File: config.mk
export PLATFORM = sky130hd
export DESIGN_NAME = lcd_timing_gen
export DESIGN_NICKNAME = d
export VERILOG_FILES = /design/src/rtl/lcdtg_pkg.sv /design/src/rtl/lcdtg_scan_ctr.sv /design/src/rtl/lcdtg_window.sv /design/src/rtl/lcdtg_pixel_out.sv /design/src/rtl/lcd_timing_gen.sv
export SDC_FILE = /design/constraint.sdc
export NUM_CORES = 1
export LEC_CHECK = 0
export ABC_CLOCK_PERIOD_IN_PS = 4100
export BUFFER_PORTS_ARGS = -buffer_cell sky130_fd_sc_hd__buf_2
export CELL_PAD_IN_SITES_DETAIL_PLACEMENT = 1
export CELL_PAD_IN_SITES_GLOBAL_PLACEMENT = 2
export CORE_MARGIN = 2
export CORE_UTILIZATION = 27
export CTS_CLUSTER_DIAMETER = 120
export DETAILED_ROUTE_END_ITERATION = 10
export MAX_ROUTING_LAYER = met4
export PLACE_DENSITY = 0.92
export SLEW_MARGIN = 0
export SYNTH_ARGS = -nofsm -noshare
export SYNTH_HDL_FRONTEND = slang
export SYNTH_HIERARCHICAL = 1
export SYNTH_SLANG_ARGS = --single-unit
File: constraint.sdc
create_clock -name clk -period 4.1 [get_ports clk]
set_input_delay 0.82 -clock clk [delete_from_list [all_inputs] [get_ports clk]]
set_output_delay 0.82 -clock clk [all_outputs]
set_load 0.01 [all_outputs]
File: src/rtl/lcdtg_pkg.sv
// Shared types for the panel timing generator.
package lcdtg_pkg;

    // Per-pixel region flags produced by the window logic.
    typedef struct packed {
        logic hs;    // inside horizontal sync pulse
        logic vs;    // inside vertical sync pulse
        logic disp;  // inside display rectangle
        logic act;   // inside active window (subset of disp)
    } zone_t;

    // Selected color source for the output stage.
    typedef enum logic [1:0] {
        SRC_BLANK  = 2'd0,
        SRC_BORDER = 2'd1,
        SRC_PIXEL  = 2'd2,
        SRC_UFLOW  = 2'd3
    } src_e;

endpackage

File: src/rtl/lcdtg_scan_ctr.sv
// Line and frame pixel counters with run/stop control.
// Assumes the frame length is a whole number of lines and that the
// configuration does not change while the generator runs.
// A stop request takes effect only when the frame counter wraps.
module lcdtg_scan_ctr #(
    parameter int HW = 16,
    parameter int FW = 32
) (
    input  logic          clk,
    input  logic          rst_n,
    input  logic          run_en,
    input  logic [HW-1:0] line_len,
    input  logic [FW-1:0] frame_len,
    output logic          run_q,
    output logic [HW-1:0] hcnt_q,
    output logic [FW-1:0] fcnt_q,
    output logic          start_o,
    output logic          fzero_o
);
    logic h_wrap;
    logic f_wrap;

    // Wrap detection tolerant of a counter already past the limit.
    always_comb begin
        h_wrap  = ((HW+1)'(hcnt_q) + (HW+1)'(1)) >= (HW+1)'(line_len);
        f_wrap  = ((FW+1)'(fcnt_q) + (FW+1)'(1)) >= (FW+1)'(frame_len);
        start_o = !run_q && run_en;
        fzero_o = run_q && (fcnt_q == '0);
    end

    // Counter advance, start from idle and stop at the frame boundary.
    always_ff @(posedge clk) begin
        if (!rst_n) begin
            run_q  <= 1'b0;
            hcnt_q <= '0;
            fcnt_q <= '0;
        end else if (!run_q) begin
            hcnt_q <= '0;
            fcnt_q <= '0;
            if (run_en) begin
                run_q <= 1'b1;
            end
        end else if (f_wrap) begin
            hcnt_q <= '0;
            fcnt_q <= '0;
            if (!run_en) begin
                run_q <= 1'b0;
            end
        end else begin
            fcnt_q <= fcnt_q + 1'b1;
            hcnt_q <= h_wrap ? '0 : hcnt_q + 1'b1;
        end
    end

endmodule

File: src/rtl/lcdtg_window.sv
// Region decode: compares the counters against the sync, display and
// active-window limits. Horizontal limits are line positions, vertical
// limits are frame pixel indices. All ranges are inclusive except the
// sync pulses, which are [start, start+width).
module lcdtg_window #(
    parameter int HW = 16,
    parameter int FW = 32
) (
    input  logic [HW-1:0]         hcnt,
    input  logic [FW-1:0]         fcnt,
    input  logic [HW-1:0]         hs_len,
    input  logic [FW-1:0]         vs_len,
    input  logic [FW-1:0]         skew,
    input  logic [HW-1:0]         disp_h_start,
    input  logic [HW-1:0]         disp_h_end,
    input  logic [FW-1:0]         disp_v_start,
    input  logic [FW-1:0]         disp_v_end,
    input  logic                  win_h_en,
    input  logic [HW-1:0]         win_h_start,
    input  logic [HW-1:0]         win_h_end,
    input  logic                  win_v_en,
    input  logic [FW-1:0]         win_v_start,
    input  logic [FW-1:0]         win_v_end,
    output lcdtg_pkg::zone_t      zone
);
    logic [FW:0] vs_stop;
    logic        in_disp_h;
    logic        in_disp_v;
    logic        in_win_h;
    logic        in_win_v;

    // Range comparisons and region flags for the current pixel.
    always_comb begin
        vs_stop   = (FW+1)'(skew) + (FW+1)'(vs_len);
        in_disp_h = (hcnt >= disp_h_start) && (hcnt <= disp_h_end);
        in_disp_v = (fcnt >= disp_v_start) && (fcnt <= disp_v_end);
        in_win_h  = !win_h_en || ((hcnt >= win_h_start) && (hcnt <= win_h_end));
        in_win_v  = !win_v_en || ((fcnt >= win_v_start) && (fcnt <= win_v_end));
        zone.hs   = hcnt < hs_len;
        zone.vs   = (fcnt >= skew) && ((FW+1)'(fcnt) < vs_stop);
        zone.disp = in_disp_h && in_disp_v;
        zone.act  = in_disp_h && in_disp_v && in_win_h && in_win_v;
    end

endmodule

File: src/rtl/lcdtg_pixel_out.sv
// Output stage: color selection, underflow hold, polarity and the
// output registers. Assumes the zone flags describe the pixel the
// counters hold this cycle; every output shows that pixel one edge later.
module lcdtg_pixel_out #(
    parameter int CW = 24
) (
    input  logic             clk,
    input  logic             rst_n,
    input  logic             run,
    input  logic             fzero,
    input  logic             start,
    input  lcdtg_pkg::zone_t zone,
    input  logic [2:0]       pol,
    input  logic [CW-1:0]    border,
    input  logic [CW-1:0]    uflow_color,
    input  logic             recover,
    input  logic             pix_valid,
    input  logic [CW-1:0]    pix_data,
    output logic             pix_ready,
    output logic             hsync_o,
    output logic             vsync_o,
    output logic             de_o,
    output logic [CW-1:0]    rgb_o,
    output logic             fs_o,
    output logic             uf_o
);
    import lcdtg_pkg::*;

    logic hold_q;
    logic hold_eff;
    logic starve;
    logic hold_d;
    src_e src;

    // Hold release at frame start, starvation detection and source select.
    always_comb begin
        hold_eff  = hold_q && !(recover && fzero);
        pix_ready = run && zone.act && !hold_eff;
        starve    = pix_ready && !pix_valid;
        hold_d    = hold_eff || starve;
        if (!run || !zone.disp) begin
            src = SRC_BLANK;
        end else if (!zone.act) begin
            src = SRC_BORDER;
        end else if (hold_eff || !pix_valid) begin
            src = SRC_UFLOW;
        end else begin
            src = SRC_PIXEL;
        end
    end

    // Underflow hold state: cleared on restart, else follows hold_d.
    always_ff @(posedge clk) begin
        if (!rst_n) begin
            hold_q <= 1'b0;
        end else if (start) begin
            hold_q <= 1'b0;
        end else begin
            hold_q <= hold_d;
        end
    end

    // Registered panel outputs with polarity applied.
    always_ff @(posedge clk) begin
        if (!rst_n) begin
            hsync_o <= 1'b0;
            vsync_o <= 1'b0;
            de_o    <= 1'b0;
            fs_o    <= 1'b0;
            uf_o    <= 1'b0;
            rgb_o   <= '0;
        end else begin
            hsync_o <= (run && zone.hs) ^ pol[0];
            vsync_o <= (run && zone.vs) ^ pol[1];
            de_o    <= (run && zone.disp) ^ pol[2];
            fs_o    <= fzero;
            uf_o    <= uf_o || starve;
            case (src)
                SRC_BORDER: rgb_o <= border;
                SRC_PIXEL:  rgb_o <= pix_data;
                SRC_UFLOW:  rgb_o <= uflow_color;
                default:    rgb_o <= '0;
            endcase
        end
    end

endmodule

File: src/rtl/lcd_timing_gen.sv
// Panel timing generator top: connects counters, region decode and the
// output stage. Horizontal fields are packed as {end/period, start/width}
// in 2*HW-bit words. The underflow word carries the recovery enable in
// its top bit. The configuration must stay stable while running.
module lcd_timing_gen #(
    parameter int HW = 16,
    parameter int FW = 32,
    parameter int CW = 24
) (
    input  logic          clk,
    input  logic          rst_n,
    input  logic          run_en,
    input  logic [2*HW-1:0] cfg_hctl,
    input  logic [FW-1:0] cfg_frame_len,
    input  logic [FW-1:0] cfg_vs_len,
    input  logic [FW-1:0] cfg_skew,
    input  logic [2*HW-1:0] cfg_disp_h,
    input  logic [FW-1:0] cfg_disp_vs,
    input  logic [FW-1:0] cfg_disp_ve,
    input  logic          cfg_win_h_en,
    input  logic [2*HW-1:0] cfg_win_h,
    input  logic          cfg_win_v_en,
    input  logic [FW-1:0] cfg_win_vs,
    input  logic [FW-1:0] cfg_win_ve,
    input  logic [2:0]    cfg_pol,
    input  logic [CW-1:0] cfg_border,
    input  logic [CW:0]   cfg_uflow,
    input  logic          pix_valid,
    input  logic [CW-1:0] pix_data,
    output logic          pix_ready,
    output logic          hsync,
    output logic          vsync,
    output logic          de,
    output logic [CW-1:0] rgb,
    output logic          frame_start,
    output logic          underflow
);
    localparam int HLO = 0;
    localparam int HHI = HW;

    logic             run_q;
    logic [HW-1:0]    hcnt_q;
    logic [FW-1:0]    fcnt_q;
    logic             start_p;
    logic             fzero;
    lcdtg_pkg::zone_t zone;

    lcdtg_scan_ctr #(.HW(HW), .FW(FW)) u_ctr (
        .clk       (clk),
        .rst_n     (rst_n),
        .run_en    (run_en),
        .line_len  (cfg_hctl[HHI +: HW]),
        .frame_len (cfg_frame_len),
        .run_q     (run_q),
        .hcnt_q    (hcnt_q),
        .fcnt_q    (fcnt_q),
        .start_o   (start_p),
        .fzero_o   (fzero)
    );

    lcdtg_window #(.HW(HW), .FW(FW)) u_win (
        .hcnt         (hcnt_q),
        .fcnt         (fcnt_q),
        .hs_len       (cfg_hctl[HLO +: HW]),
        .vs_len       (cfg_vs_len),
        .skew         (cfg_skew),
        .disp_h_start (cfg_disp_h[HLO +: HW]),
        .disp_h_end   (cfg_disp_h[HHI +: HW]),
        .disp_v_start (cfg_disp_vs),
        .disp_v_end   (cfg_disp_ve),
        .win_h_en     (cfg_win_h_en),
        .win_h_start  (cfg_win_h[HLO +: HW]),
        .win_h_end    (cfg_win_h[HHI +: HW]),
        .win_v_en     (cfg_win_v_en),
        .win_v_start  (cfg_win_vs),
        .win_v_end    (cfg_win_ve),
        .zone         (zone)
    );

    lcdtg_pixel_out #(.CW(CW)) u_out (
        .clk         (clk),
        .rst_n       (rst_n),
        .run         (run_q),
        .fzero       (fzero),
        .start       (start_p),
        .zone        (zone),
        .pol         (cfg_pol),
        .border      (cfg_border),
        .uflow_color (cfg_uflow[CW-1:0]),
        .recover     (cfg_uflow[CW]),
        .pix_valid   (pix_valid),
        .pix_data    (pix_data),
        .pix_ready   (pix_ready),
        .hsync_o     (hsync),
        .vsync_o     (vsync),
        .de_o        (de),
        .rgb_o       (rgb),
        .fs_o        (frame_start),
        .uf_o        (underflow)
    );

endmodule

# --- After elaboration in Yosys (flattened, before gate mapping) ---
# Index checks and enable logic that the tools add are counted.
word_totals:
  out_inout_bits: 30
  memories: 0
  latch_bits: 0
  rom_bits: 0
  ram_bits: 0
  wordCells: 78
  register_bits: 79
  input_bits: 402
op_classes:
  shifts: 0
  magnitude_cmp: 13
  n_div: 0
  reduce_logical: 35
  n_mux: 7
  n_addsub: 5
  n_bitwise: 5
  eq_ne: 3
  n_mul: 0
ops:
  columns: ["op", "count"]
  rows:
  - ["$ge 32x32->1", 3]
  - ["$pmux 24 s3", 1]
  - ["$le 32x32->1", 2]
  - ["$add 32x1->33 const B", 1]
  - ["$add 32x32->33", 1]
  - ["$ge 33x32->1", 1]
  - ["$lt 32x33->1", 1]
  - ["$add 32x1->32 const B", 1]
  - ["$ge 16x16->1", 2]
  - ["$le 16x16->1", 2]
  - ["$logic_not 32->1", 1]
  - ["$logic_and 1x1->1", 18]
  - ["$add 16x1->17 const B", 1]
  - ["$ge 17x16->1", 1]
  - ["$add 16x1->16 const B", 1]
  - ["$lt 16x16->1", 1]
  - ["$logic_not 1->1", 7]
  - ["$logic_or 1x1->1", 6]
  - ["$eq 2x2->1 const B", 2]
  - ["$mux 1", 4]
  - ["$mux 2", 2]
  - ["$reduce_or 4->1", 1]
  - ["$reduce_or 3->1", 1]
  - ["$xor 1x1->1", 3]
  - ["other kinds (3)", 4]

# --- Longest topological paths before layout ---
# Gate-level depths: netlist of the first run.
depth:
  ltp_word: 11
  depth_mapped: 22
  depth_no_buf: 22

# --- By module ---
# Netlist of the first run, hierarchy kept.
modules_own_cells:
  columns: ["module", "area_per_inst_um2", "n_inst", "cells_per_inst"]
  rows:
  - ["lcdtg_window", 8249.2, 1, 1121]
  - ["lcdtg_scan_ctr", 3622.2, 1, 425]
  - ["lcdtg_pixel_out", 1371.3, 1, 141]

# --- Least setup slack after synthesis of the first run ---
# Ideal clock, no wire load.
synth_path:
  path_kind: "input to register"
  startpoint: "input port cfg_vs_len[0]"
  endpoint: "register u_out.vsync_o"
  cell_stages: 21
  path_slack_ps: -354
  path_buffers: 0
  t_required_ps: 3985
  arrival_time_ps: 4339
  setup_ps: 115
  cell_sequence: "ha_1 fa_1 a21oi_1 o21ai_2 a211oi_2 nor2_2 o41ai_4 nor3_2 a211oi_2 xor2_1 ha_1 nand4_1 or3_1 o32a_1 nand4_1 a31oi_1 a311oi_1 a21oi_1 nand2_1 xnor2_1 and2_1"
synth_rtl:
  columns: ["item", "line", "text"]
  rows:
  - ["start: declaration", "lcd_timing_gen.sv:15", "input logic [FW-1:0] cfg_vs_len,"]
  - ["end signal: assignment", "lcdtg_pixel_out.sv:74", "vsync_o <= (run && zone.vs) ^ pol[1];"]
  - ["end: declaration", "lcdtg_pixel_out.sv:21", "output logic vsync_o,"]

==> results.ini, run 1 <==
[pwr]
power.switching_mw = 0.9631
p_total_mw = 2.696
power.internal_mw = 1.733
seq_power_share_pct = 28.9
p_clk_share_pct = 30.7
sw_frac_of_total_pct = 35.72
p_comb_share_pct = 40.4
p_per_area_nw_per_um2 = 149.4
p_leak_nw = 10.56
vdd_ir_drop_max_v = 0.0001714

[floorplanning]
die_y_um = 225.5
io_pins = 432
rows = 81
start_util_pct = 27.22
core_um2 = 48650
dieArea_um2 = 50830
dieWidth_um = 225.5

[place]
gp_congestion = 0.9297
pre_cts_ws_ns = -0.9202
placed_cell_area_um2 = 17410
dp.cells = 2891
io_buffers = 431
hpwl_um = 51880

[synthesis]
synth_cells = 1687
seq_area_frac_synth_pct = 11.94
synth.distinct_cells = 82
synthesis.nets = 2443
synth-edff-count = 0
synth.avg_cell_area_um2 = 7.850
synth_area_um2 = 13240
ys_async_sr_fraction_pct = 0
synth_ff_type = dfxtp_1
ys_seq_elements = 79
ys_warn_count = 6

[clock_tree]
clkTransAtPathRegs_ns = 0.07
clockRootBuffer = clkbuf_16
clock_path_buffers = 2
cts_tree = yes
cts.htree.levels = 3
clk_latency_ns = 0.35
cts_sinks = 79
cts_buffers = 9

[critical_path]
critPathArrivalTime_ns = 4.60
cp_max_fo = 2
path_cells = buf_6, ha_4, fa_2, a21oi_4, o21ai_2, a211oi_2, nor2_2, buf_4, a21oi_1, buf_4, nand4b_1, and2_1, xnor2_1, ha_1, a21o_1, a21o_1, nor2_1, nand4_1, a31oi_1, a311oi_1, a21oi_1, nand2_1, xnor2_1, and2_1
end_kind = flip-flop
cpMaxStageDelayCell = fa_2
slowest_delay_ns = 0.37
worstSetupStartpointType = input port
cp.required_ns = 4.34
criticalPathCategory = in -> reg
crit_family = compound AO/OA/AOI/OAI gates
cp_num_buf_inv = 3

[layout]
fin_util_pct = 37.09
finalNetCount = 3039
n_fill_cell = 6111
synthToLayoutAreaGrowth_pct = 36.25
drive_gt1_share_pct = 30.90
fin_cells = 2940
stdcell_area_um2 = 18040

[global_routing]
grt_use_total_pct = 23.41
grt_pass1_vias = 16510
grt_max_degree = 33
grt.overflow.total = 0
grt_pass1_wl_um = 89260
antenna_found_initial = 30

[run_status]
status = finished with violations
violations = setup timing

[min_path]
hold_class = reg -> reg

[detailed_routing]
wl_um = 59520
dr_total_vias = 14970
drc = 0
firstDrtPassIters = 5
first_iter_violations = 635
viasPerCell = 5.091
avgRoutedWirePerCell_um = 20.25
ant_nets = 0

[sta]
drv_slew = 0
rsz0062_at_grt = yes
finalCritPeriodShare_pct = 106.5
hold-worst-slack_ns = 0.5274
hold_viol_final = 0
maxSlewHeadroom_pct = 39.11
fin_crit_ns = 4.368
worst_pin_slew_ns = 0.9133
clock.fmax_ghz = 0.2289
skew_ns = 0.01311
tns_ns = -0.2678
setup_violations = 1
fin_ws_ns = -0.2678

[flow_run]
maxCapViolCount = 0

synth_stat cells (16+ instances only):
cell type,n,area (um2)
a21o_1,80,600.6
a21oi_1,131,655.6
a32oi_1,25,219.0
dfxtp_1,79,1582
ha_1,353,4417
inv_1,303,1137
nand2_1,80,300.3
nand3_1,49,245.2
nand4_1,67,419.2
nor2_1,65,244.0
nor2b_1,45,281.5
nor3_1,17,85.08
nor4_1,16,100.1
o211ai_1,34,255.2
o21a_1,19,142.6
o21ai_0,58,290.3
xnor2_1,45,394.1
xor2_1,26,227.7
cell usage in the layout (no fill, tap or decap), types with 48 or more instances in the layout:
cell type	synthesis	final
nand3_1	49	48
nand4_1	67	67
ha_1	353	347
buf_2	8	429
o21ai_0	58	52
dfxtp_1	79	68
nor2_1	65	65
a21oi_1	131	126
nand2_1	80	79
buf_4	4	176
inv_1	303	299
a21o_1	80	80
worst register-to-register path, cell delays in order (launching register included):
cell	delay, ns
dfxtp_2	0.40
ha_1	0.20
inv_1	0.08
or4_4	0.62
nor3_4	0.26
nand2_1	0.13
xnor2_2	0.17
ha_1	0.33
nand4_1	0.12
or4_1	0.63
a31o_2	0.29
nand4_1	0.14
buf_12	0.22
nor3b_1	0.12
flip-flops by register name, summed over array words and instances, names as in the netlist:
register and cells:
u_ctr/fcnt_q 32, u_ctr/hcnt_q 16, u_ctr/run_q 1, u_out/de_o 1, u_out/fs_o 1, u_out/hold_q 1
u_out/hsync_o 1, u_out/rgb_o 24, u_out/uf_o 1, u_out/vsync_o 1
worst paths after layout:
path	from	end	slack, ns	cells after the start
setup reg to reg	u_ctr/fcnt_q[0]	u_ctr/hcnt_q[6]	0.25	13
setup / recovery	cfg_skew[0]	u_out/vsync_o	-0.27	24
hold reg to reg	u_out/uf_o	u_out/uf_o	0.53	1
hold / removal	u_out/uf_o	u_out/uf_o	0.53	1
cell families after synthesis:
logic type / Yosys count / share of synthesized area (%)
compound gates: 434 / 22.07
simple gates: 415 / 17.35
fa+ha+maj: 354 / 33.50
buf+inv: 330 / 9.949
flops: 79 / 11.94
xor+xnor: 75 / 5.187
metal layers:
layer	global-route usage, %	vias up	share of wire [%]
li1	-	7275	-
met1	25.95	7099	41
met2	40.27	465	48
met3	4.120	129	5.5
met4	12.01	0	4.9
met5	-	-	0
what timing repair did:
action                                  4_1_cts  5_1_grt
endpoints found under the setup margin        2        6
endpoints found under the hold margin         0        0
cloned                                        0        0
setup buffers                                 3        0
pin swaps                                    19        3
resized for setup                            47        7
hold buffers                                  0        0
power groups by stage:
stage               Clock [mW]  Sequential [mW]  Combinational (mW)
detailed placement           0            0.797                1.06
global route             0.885            0.780                1.21
finish                   0.828            0.779                1.09
CTS                      0.859            0.779                1.08
floorplan                    0            0.797               0.524
global placement             0            0.797                1.02
cell type report:
class                           instances  area (um2)  area share, %
Inverter                              303        1137          6.303
Antenna cell                           30       75.07         0.4161
Tap cell                              622       778.2          4.313
Sequential cell                        79        1595          8.841
Clock inverter                          7       75.07         0.4161
Timing Repair Buffer                  612        3582          19.85
Clock buffer                            9       225.2          1.248
Multi-Input combinational cell       1278       10580          58.61
Power figures use the tool's default switching activity.
==> run 2: changes to the inputs <==
--- a/config.mk
+++ b/config.mk
@@ -7,6 +7,7 @@
 export LEC_CHECK = 0
 export ABC_CLOCK_PERIOD_IN_PS = 4100
 export BUFFER_PORTS_ARGS = -buffer_cell sky130_fd_sc_hd__buf_2
+export CAP_MARGIN = 20
 export CELL_PAD_IN_SITES_DETAIL_PLACEMENT = 1
 export CELL_PAD_IN_SITES_GLOBAL_PLACEMENT = 2
 export CORE_MARGIN = 2
@@ -14,7 +15,7 @@
 export CTS_CLUSTER_DIAMETER = 120
 export DETAILED_ROUTE_END_ITERATION = 10
 export MAX_ROUTING_LAYER = met4
-export PLACE_DENSITY = 0.92
+export PLACE_DENSITY_LB_ADDON = 0.1
 export SLEW_MARGIN = 0
 export SYNTH_ARGS = -nofsm -noshare
 export SYNTH_HDL_FRONTEND = slang
==> run 2 against run 1 <==
Compared with the run above:
- the flow still finishes with violations (setup timing)
- first-iteration DRC count down 16%
- sequential share of layout area hardly changed
- global-route usage is 0.68 points lower
- fmax is 3.8% lower
- clock power up 14%
- clock skew decreased by 0.0027 ns
- combinational power hardly changed
- critical path type unchanged
- critical endpoint unchanged
- largest cell class unchanged
- largest power group unchanged
==> results.ini, run 2 (synthesis gave the netlist of run 1 again) <==
[run_status]
status = finished with violations
violations = setup timing

[layout]
largest-register = u_ctr/fcnt_q
final_cell_mix = 430 x buf_2, 347 x ha_1, 299 x inv_1
final_common_cell = buf_2
largest_reg_flops = 32  ; unchanged
synthToLayoutAreaGrowth_pct = 37.07
drive_gt1_share_pct = 31.69  ; +0.79 points
n_fill_cell = 6124  ; +0.21%
reg_top3 = u_ctr/fcnt_q (32), u_out/rgb_o (24), u_ctr/hcnt_q (16)
finalNetCount = 3059  ; +0.66%
fin_util_pct = 37.31  ; +0.22 points

[place]
io_buffers = 431  ; unchanged
hpwl_um = 50000  ; -3.6%
gp_congestion = 0.8960  ; -3.6%
pre_cts_ws_ns = -1.034  ; -0.1141 ns

[detailed_routing]
viasPerCell = 4.904  ; -3.7%
wl_um = 57220  ; -3.9%
first_iter_violations = 531  ; -16%
dr_total_vias = 14410  ; -3.7%
wl_met2_um = 26820  ; -6.8%
ant_nets = 0  ; unchanged
drc = 0  ; unchanged
wl_met1_um = 27410  ; +12%
top_layer = met4
avgRoutedWirePerCell_um = 19.48  ; -3.8%
firstDrtPassIters = 5  ; unchanged
dr_wl_met3_um = 2178  ; -33%

[min_path]
min_to = u_out/uf_o
hp-start = u_out/uf_o
hold_class = reg -> reg
holdPathStages = 1  ; unchanged

[sta]
skew_ns = 0.01040  ; -0.002709 ns
worst_pin_slew_ns = 0.8415  ; -0.07183 ns
fin_crit_ns = 4.542  ; +0.1741 ns
clock.fmax_ghz = 0.2202  ; -3.8%
drv_slew = 0  ; unchanged
maxSlewHeadroom_pct = 43.90  ; +4.8 points
finalCritPeriodShare_pct = 110.8  ; +4.2 points
fin_ws_ns = -0.4419  ; -0.1741 ns
setup_violations = 1  ; unchanged
rsz0062_at_grt = yes
hold_viol_final = 0  ; unchanged

[global_routing]
grt_use_total_pct = 22.73  ; -0.68 points
antenna_found_initial = 9  ; -70%
grt_max_degree = 33  ; unchanged
grt.overflow.total = 0  ; unchanged
grt_pass1_wl_um = 86010  ; -3.6%
grt_pass1_vias = 15290  ; -7.4%

[pwr]
p_per_area_nw_per_um2 = 154.5  ; +3.4%
vdd_ir_drop_max_v = 0.0001220  ; -29%
p_leak_nw = 10.68  ; +1.1%

[clock_tree]
hold_buffers = 0  ; unchanged
cts_buffers = 9  ; unchanged
clock_path_buffers = 2  ; unchanged
cts_sinks = 79  ; unchanged
cts_tree = yes
clockRootBuffer = clkbuf_16
cts.htree.levels = 3  ; unchanged
clkTransAtPathRegs_ns = 0.07  ; about the same
clk_latency_ns = 0.35  ; about the same

[floorplanning]
dieWidth_um = 225.5  ; unchanged
dieArea_um2 = 50830  ; unchanged
io_pins = 432  ; unchanged
core_um2 = 48650  ; unchanged
start_util_pct = 27.22  ; unchanged
rows = 81  ; unchanged
die_y_um = 225.5  ; unchanged

[critical_path]
worstReg2RegEnd = u_out/rgb_o[12]
r2r_cells = 16  ; +3
ff2ff_setup_slack_ns = 0.31  ; +0.06 ns
cp_max_fo = 3  ; +1
cp.required_ns = 4.35  ; about the same
rr_startpoint = u_ctr/fcnt_q[1]
end_kind = flip-flop
criticalPathCategory = in -> reg
critPathArrivalTime_ns = 4.79  ; +0.19 ns
worstSetupStartpointType = input port

[flow_run]
maxCapViolCount = 0  ; unchanged

==> run 2: cell count changes in the layout (fill, tap and decap cells not counted), moves of 2 or more <==
| cell | previous run | this run |
|---|---|---|
| buf_4 | 176 | 197 |
| diode_2 | 30 | 9 |
| a21oi_1 | 126 | 121 |
| a21oi_2 | 5 | 10 |
| bufinv_16 | 0 | 3 |
| inv_8 | 3 | 0 |
| a31oi_1 | 9 | 11 |
| buf_12 | 4 | 2 |
==> run 2: what timing repair did <==
action,CTS,global route
gates cloned,0,0
setup buffers,4,3
pin swaps,12,16
resized for setup,23,36
setup endpoints to repair,26,2
==> run 2: per-stage QoR <==
step | TNS [ns] | std cells | hold slack (ns) | power (mW) | area, um2
4_1_cts | -0.4863 | 2926 | 0.4697 | 2.841 | 17950
5_1_grt | -0.8401 | 2938 | 0.4898 | 3.005 | 18150
2_1_floorplan | -0.2727 | 1687 | 0.4736 | 1.322 | 13260
3_5_place_dp | -11.25 | 2907 | 0.4537 | 1.860 | 17510
6_report | -0.4419 | 2938 | 0.4634 | 2.805 | 18150
3_3_place_gp | -10.96 | 2907 | 0.4459 | 1.832 | 17510
==> run 2: worst max path at each step <==
| stage | startpoint | to | slack [ns] | cells past startpoint |
|---|---|---|---|---|
| floorplan | cfg_vs_len[0] | u_out/vsync_o | -0.27 | 22 |
| global route | cfg_skew[0] | u_out/vsync_o | -0.69 | 23 |
| global placement | cfg_vs_len[0] | u_out/vsync_o | -0.88 | 23 |
| CTS | cfg_vs_len[0] | u_out/vsync_o | -0.40 | 23 |
| finish | cfg_vs_len[0] | u_out/vsync_o | -0.44 | 23 |
| detailed placement | cfg_vs_len[0] | u_out/vsync_o | -1.03 | 23 |
==> run 2: final cells by class <==
class	instances	area [um2]	share of cell area (%)
sequential	79	1597	8.795
tap	622	778.2	4.287
timing repair buffer	632	3709	20.43
clock buffer	9	225.2	1.241
inverter	303	1140	6.279
multi-input combinational	1278	10570	58.24
clock inverter	6	110.1	0.6066
antenna	9	22.52	0.1241
==> run 2: worst max-delay path, cell delays in order <==
cell and delay (ns):
buf_2 0.10, ha_2 0.19, fa_2 0.37, a21oi_4 0.16
o21ai_2 0.09, a211oi_2 0.32, nor2_2 0.11, o41ai_4 0.27
buf_4 0.18, nor3_2 0.04, a211oi_2 0.16, xor2_1 0.09
ha_1 0.33, nand4_1 0.16, or3_1 0.34, o32a_1 0.18
nand4_1 0.11, a31oi_1 0.08, a311oi_1 0.27, a21oi_1 0.10
nand2_1 0.09, xnor2_1 0.06, and2_1 0.15
==> run 2: where the power goes <==
group	switching, mW	internal, mW	total (mW)	leakage, nW
Combinational	0.551	0.533	1.08	9.88
Clock	0.351	0.591	0.942	0.158
Sequential	0.00499	0.773	0.778	0.644
==> run 2: layer usage <==
metal | vias to the layer above | track usage [%]
li1 | 7284 | -
met1 | 6800 | 29.75
met2 | 293 | 37.82
met3 | 32 | 2.542
met4 | 0 | 4.508
met5 | - | -
